===== config.mk =====
export PLATFORM = sky130hd
export DESIGN_NAME = sdram_cmd_seq
export DESIGN_NICKNAME = d
export VERILOG_FILES = /design/src/rtl/sdram_cmd_seq.sv
export SDC_FILE = /design/constraint.sdc
export NUM_CORES = 1
export LEC_CHECK = 0
export CAP_MARGIN = 20
export CORE_MARGIN = 4
export CORE_UTILIZATION = 43
export CTS_BUF_LIST = sky130_fd_sc_hd__clkbuf_2 sky130_fd_sc_hd__clkbuf_4 sky130_fd_sc_hd__clkbuf_8
export DETAILED_ROUTE_END_ITERATION = 12
export HOLD_SLACK_MARGIN = 0.03
export PLACE_DENSITY = 0.73
export SYNTH_ARGS = -nofsm -noshare
export SYNTH_HDL_FRONTEND = slang
export SYNTH_SLANG_ARGS = --single-unit

===== constraint.sdc =====
create_clock -name clk -period 4.7 [get_ports clk]
set_clock_uncertainty 0.2 [all_clocks]
set_input_delay 0.94 -clock clk [delete_from_list [all_inputs] [get_ports clk]]
set_output_delay 0.94 -clock clk [all_outputs]
set_load 0.01 [all_outputs]

===== src/rtl/sdram_cmd_seq.sv =====
module sdram_cmd_seq #(
  parameter int ROW_W  = 13,
  parameter int COL_W  = 10,
  parameter int BANK_W = 2
) (
  input  logic              clk,
  input  logic              rst_n,
  input  logic              sdram_mode,
  input  logic              cfg_rcd,
  input  logic              cfg_rp,
  input  logic [2:0]        cfg_rfc,
  input  logic              req_valid,
  input  logic [1:0]        req_type,
  input  logic [BANK_W-1:0] req_bank,
  input  logic [ROW_W-1:0]  req_row,
  input  logic [COL_W-1:0]  req_col,
  output logic              req_ready,
  output logic              cmd_cs_n,
  output logic              cmd_ras_n,
  output logic              cmd_cas_n,
  output logic              cmd_we_n,
  output logic [((ROW_W > COL_W) ? ROW_W : COL_W)-1:0] mem_addr,
  output logic [BANK_W-1:0] mem_bank,
  output logic              done
);
  localparam int AW = (ROW_W > COL_W) ? ROW_W : COL_W;

  typedef enum logic [2:0] {
    S_IDLE, S_ACT, S_GAP, S_RW, S_PRE, S_REF, S_WAIT, S_DONE
  } st_t;

  st_t               st;
  logic [2:0]        cnt;
  logic              wr_q, rcd_q, rp_q, mode_q;
  logic [2:0]        rfc_q;
  logic [BANK_W-1:0] bank_q;
  logic [ROW_W-1:0]  row_q;
  logic [COL_W-1:0]  col_q;
  logic [3:0]        cmd;

  assign req_ready = (st == S_IDLE) || (st == S_DONE);
  assign done      = (st == S_DONE);

  always_ff @(posedge clk or negedge rst_n) begin
    if (!rst_n) begin
      st     <= S_IDLE;
      cnt    <= '0;
      wr_q   <= 1'b0;
      rcd_q  <= 1'b0;
      rp_q   <= 1'b0;
      rfc_q  <= '0;
      mode_q <= 1'b0;
      bank_q <= '0;
      row_q  <= '0;
      col_q  <= '0;
    end else begin
      case (st)
        S_IDLE, S_DONE: begin
          if (req_valid) begin
            wr_q   <= req_type[0];
            rcd_q  <= cfg_rcd;
            rp_q   <= cfg_rp;
            rfc_q  <= cfg_rfc;
            mode_q <= sdram_mode;
            bank_q <= req_bank;
            row_q  <= req_row;
            col_q  <= req_col;
            st     <= req_type[1] ? S_REF : S_ACT;
          end else begin
            st <= S_IDLE;
          end
        end
        S_ACT: st <= rcd_q ? S_GAP : S_RW;
        S_GAP: st <= S_RW;
        S_RW:  st <= S_PRE;
        S_PRE: begin
          cnt <= 3'd1;
          st  <= rp_q ? S_WAIT : S_DONE;
        end
        S_REF: begin
          cnt <= rfc_q;
          st  <= (rfc_q != 3'd0) ? S_WAIT : S_DONE;
        end
        S_WAIT: begin
          cnt <= cnt - 3'd1;
          if (cnt == 3'd1) st <= S_DONE;
        end
        default: st <= S_IDLE;
      endcase
    end
  end

  always_comb begin
    case (st)
      S_ACT:   cmd = 4'b0011;
      S_RW:    cmd = wr_q ? 4'b0100 : 4'b0101;
      S_PRE:   cmd = 4'b0010;
      S_REF:   cmd = 4'b0001;
      default: cmd = 4'b0111;
    endcase
  end

  assign cmd_cs_n  = cmd[3] | ~(req_ready ? sdram_mode : mode_q);
  assign cmd_ras_n = cmd[2];
  assign cmd_cas_n = cmd[1];
  assign cmd_we_n  = cmd[0];

  assign mem_addr = (st == S_ACT) ? AW'(row_q) :
                    (st == S_RW)  ? AW'(col_q) : '0;
  assign mem_bank = (st == S_ACT || st == S_RW || st == S_PRE) ? bank_q : '0;
endmodule


## Word-level counts from Yosys, hierarchy flattened

Cells that the tools add are included.

| storage, ports and cells | value |
|---|---|
| RAM bits | 0 |
| flip-flop bits (word level) | 38 |
| memories kept | 0 |
| output and inout bits | 21 |
| word-level logic and storage cells | 44 |
| bits in latches | 0 |
| bits of input ports | 36 |
| bits in read-only memories | 0 |

| cells by class | value |
|---|---|
| muxes and demuxes | 14 |
| div/mod/pow operators | 0 |
| equal/unequal tests | 9 |
| reduce and logical (&&, ||, !) cells | 8 |
| magnitude comparators | 0 |
| bitwise logic cells | 2 |
| $add $sub $neg | 1 |
| multipliers | 0 |
| shift-type cells | 0 |

Operators with widths:

| cell | count |
|---|---|
| $pmux W3 S7 | 1 |
| $mux W13 | 1 |
| $eq A3 B3 Y1 const B | 4 |
| $pmux W3 S4 | 1 |
| $mux W10 | 1 |
| $mux W3 | 3 |
| $pmux W3 S3 | 1 |
| $eq A3 B1 Y1 const B | 2 |
| $eq A3 B2 Y1 const B | 2 |
| $reduce_bool A3 Y1 | 2 |
| $mux W1 | 5 |
| $logic_not A3 Y1 | 1 |
| $logic_or A1 B1 Y1 | 3 |
| $sub A3 B1 Y3 const B | 1 |
| $mux W2 | 1 |
| $ne A2 B2 Y1 const B | 1 |
| $reduce_and A2 Y1 | 1 |
| $reduce_or A2 Y1 | 1 |
| $not A1 Y1 | 1 |
| $or A1 B1 Y1 const A | 1 |

## Logic depth before layout (Yosys ltp)

| depth | value |
|---|---|
| word-level depth | 5 |
| mapped depth | 5 |
| gate-level depth less buffers | 5 |

## Worst setup path before layout

No wires, ideal clock.

| timing | value |
|---|---|
| kind | reg2out |
| from | reg st[0] |
| to | out cmd_cs_n |
| data arrival time | 1258 ps |
| required time | 3560 ps |
| buffers on the path | 1 |
| setup slack | 2302 ps |
| cell stages (with the launch flop) | 5 |
| cell sequence | dfrtp_1 -> buf_6 -> and3_4 -> or2_2 -> mux2i_1 |

| between the ends | value |
|---|---|
| cells in the longest elaborated chain, start to end | 5 |
| elaborated cells between the ends (all ways) | 6 |
| those cells by class | eq/ne (1); mux (1); bitwise (2); reduce/logical (2) |

RTL lines:

| element | line | RTL |
|---|---|---|
| from (decl) | 32 | `st_t st;` |
| from (signal assigned) | 68 | `st <= req_type[1] ? S_REF : S_ACT;` |
| from (signal assigned) | 73 | `S_ACT: st <= rcd_q ? S_GAP : S_RW;` |
| from (signal assigned) | 78 | `st <= rp_q ? S_WAIT : S_DONE;` |
| $eq A3 B3 Y1 | n/a |  |
| named net done | 24 | `output logic done` |
| $logic_or A1 B1 Y1 | 41 | `assign req_ready = (st == S_IDLE) \|\| (st == S_DONE);` |
| named net req_ready | 17 | `output logic req_ready,` |
| $mux W1 | 103 | `assign cmd_cs_n = cmd[3] \| ~(req_ready ? sdram_mode : mode_q);` |
| $not A1 Y1 | 103 |  |
| $or A1 B1 Y1 | 103 |  |
| to (decl) | 18 | `output logic cmd_cs_n,` |

The timed path passes the listed nets, and every way through them passes these cells.

## Worst setup path in the final report

| timing | value |
|---|---|
| from | reg st[1] |
| to | out mem_addr[11] (netlist bit) |

| between the ends | value |
|---|---|
| cells in the longest elaborated chain, start to end | 2 |

RTL lines:

| element | line | RTL |
|---|---|---|
| $eq A3 B1 Y1 | 108 | `assign mem_addr = (st == S_ACT) ? AW'(row_q) :` |
| $mux W13 | 108 |  |
| to (decl) | 22 | `output logic [((ROW_W > COL_W) ? ROW_W : COL_W)-1:0] mem_addr,` |

No other way between the ends.

==> summary.txt <==
Timing
  – Final Max Tran Viols: 0
  – Unrepaired setup endpoints after global routing: no
  – Fmax: 278 MHz
  – Hold Fails Final Rpt: 0
  – Least-Margin Pin Slew: 0.840 ns
  – Final worst setup slack: 1.11 ns
  – Min cycle time layout: 3.59 ns
  – Setup TNS: 0 ns
  – Setup violations, final: 0
  – Rel. slew slack: 44.0%
  – Period utilization: 76.5%
  – Hold slack: 0.303 ns

Logic synthesis
  – Syn Area/Cell: 12.8 um2
  – Prevailing post-synth register cell: dfrtp_1
  – Asr flop ratio synth: 100%
  – Post-Syn Nets: 198
  – Ys Warns: 0
  – Post-Syn Area: 2040 um2
  – Synthesized instance count: 160
  – #FFs+latches synth: 38
  – Count of cell types in the netlist: 34
  – Seq/Total Area, Yosys: 46.5%
  – EDFF count, synth: 0

Layout
  – N_diodes: 0
  – Syn-to-layout area delta: 31.5%
  – FILL cells: 364
  – Nets: 252
  – FF/Latch Area: 951 um2
  – Most frequent cells in the layout: clkdlybuf4s50_1, dfrtp_1, mux2_4
  – Most common cell after layout, fill and taps aside: clkdlybuf4s50_1
  – Multi-input logic area: 987 um2
  – Layout cells sized above 1: 22.3%

Clocking
  – Post-CTS sizing: 0
  – Htree depth: 2
  – Setup bufs post-CTS: 0
  – Reg clk slew, reported paths: 0.07 ns
  – Clk sinks: 38
  – Worst-Skew Late Latency: 0.29 ns
  – Clk buf depth: 2
  – Hold-fix buffers at CTS: 0
  – TritonCTS clock tree: done
  – Root Driver: clkbuf_8
  – Clock buffer count from CTS: 5

GRT
  – Initial antenna violation count: 0
  – Total grt overflow: 0
  – Global-route usage over all layers: 15.5%
  – Vias in the first global route: 1,543
  – Pin count of the biggest net entering global routing: 39
  – Global-route wire length before repair: 7330 um

Floorplan
  – Initial Util: 45.7%
  – Num rows: 24
  – CORE AREA: 4470 um2
  – # IOs: 57
  – Die ar.: 5920 um2
  – Die Wd: 77.0 um
  – Die H: 77.0 um

Worst setup path
  – RR Startpoint: st[2]
  – Crit path DAT: 2.45 ns
  – Crit end category: output port
  – R2r endpoint: row_q[9]
  – Worst-path fanout max: 17
  – Crit path kind: register to output port
  – R2R setup slack: 2.39 ns
  – CP startpoint: st[1]
  – Startpoint types: register
  – Worst setup endpoint: mem_addr[11]
  – Reg2reg path depth: 4
  – Required @ worst endpoint: 3.56 ns

Placed design
  – Place WS: 1.48 ns
  – Input/output buffers: 56
  – Final HPWL DP: 3200 um
  – GP Congestion: 0.761

Routing
  – Detailed Routing Iterations Pass 1: 4
  – Vias per cell: 5.19
  – Starting DRC count in detailed routing: 98
  – Final ANT Viol Nets: 0
  – Routed WL: 4460 um
  – DRC viols: 0
  – DR vias: 1,385
  – Wire per inst: 16.7 um

Worst hold path
  – Hold Path Cell Cnt: 1
  – Hold WC Path Type: register to register

Pwr
  – LEAKAGE: 0.00125 uW
  – Worst vdd ir: 299 uV
  – P per Cell Area: 661 nW/um2

Run
  – Max-Cap Viols: 0

Status
  – Status: completed
[Yosys cell counts (2+ instances only)]
cell type  instances  area, um2
nand2b_1           3       18.8
nand2_1            6       22.5
or2_2              2       12.5
and2_1             4       25.0
buf_2              4       20.0
a31oi_1            2       12.5
nor2_1            12       45.0
nor2b_1            6       37.5
ha_1               2       25.0
mux2i_1           11        110
o21ai_0            4       20.0
a21oi_1            4       20.0
a221o_1            2       20.0
a211oi_1           2       15.0
inv_1              5       18.8
nor3b_1            2       15.0
dfrtp_1           38        951
mux2_2             2       22.5
mux2_4            30        450
buf_6              5       56.3
[flip-flops by register name, indices dropped and copies added (netlist names)]
register  flops
bank_q        2
cnt           3
col_q        10
mode_q        1
rcd_q         1
rfc_q         3
row_q        13
rp_q          1
st            3
wr_q          1
[per-layer routing]
layer / GRT usage [%] / share of wire (%)
met5: 0 / 0
met4: 4.53 / 1.6
met3: 5.04 / 6.0
met2: 24.9 / 48
met1: 20.0 / 45
[worst min path at each step]
stage	start	to	slack, ns
finish	wr_q	wr_q	0.30
floorplan	row_q[10]	row_q[10]	0.27
detailed placement	bank_q[0]	bank_q[0]	0.29
global placement	row_q[10]	row_q[10]	0.28
global route	bank_q[0]	bank_q[0]	0.33
CTS	row_q[10]	row_q[10]	0.31
[final cells by class]
type                    count  share of cell area, %
flip-flops and latches     38                   35.4
repair buffers             58                   21.2
clock buffers               7                   3.35
multi-input cells         106                   36.7
clock inverters             1                  0.186
well taps                  52                   2.42
inverters                   5                  0.698
[where the power goes]
part	switching, uW	internal [uW]
sequential	164	496
combinational	329	551
clock	113	124
[logic make-up after synthesis]
family          after synthesis  synth area share [%]
mux                          43                  28.5
simple gates                 41                  11.6
flops                        38                  46.5
compound gates               19                  6.55
buf+inv                      16                  5.20
fa+ha+maj                     2                  1.22
xor+xnor                      1                 0.428
[critical path, cell delays in order (launching register included)]
cell             delay [ns]
dfrtp_1                0.61
buf_4                  0.32
nor3b_1                0.43
and2_1                 0.23
clkdlybuf4s50_1        0.57
[stage by stage]
stage	area [um2]	power, uW	instances	utilization, %
floorplan	2040	1290	160	-
global placement	2590	1500	259	57.9
detailed placement	2590	1540	259	57.9
CTS	2690	1790	267	60.1
global route	2690	1890	267	60.1
finish	2690	1780	267	60.1
Power figures use the tool's default switching activity.
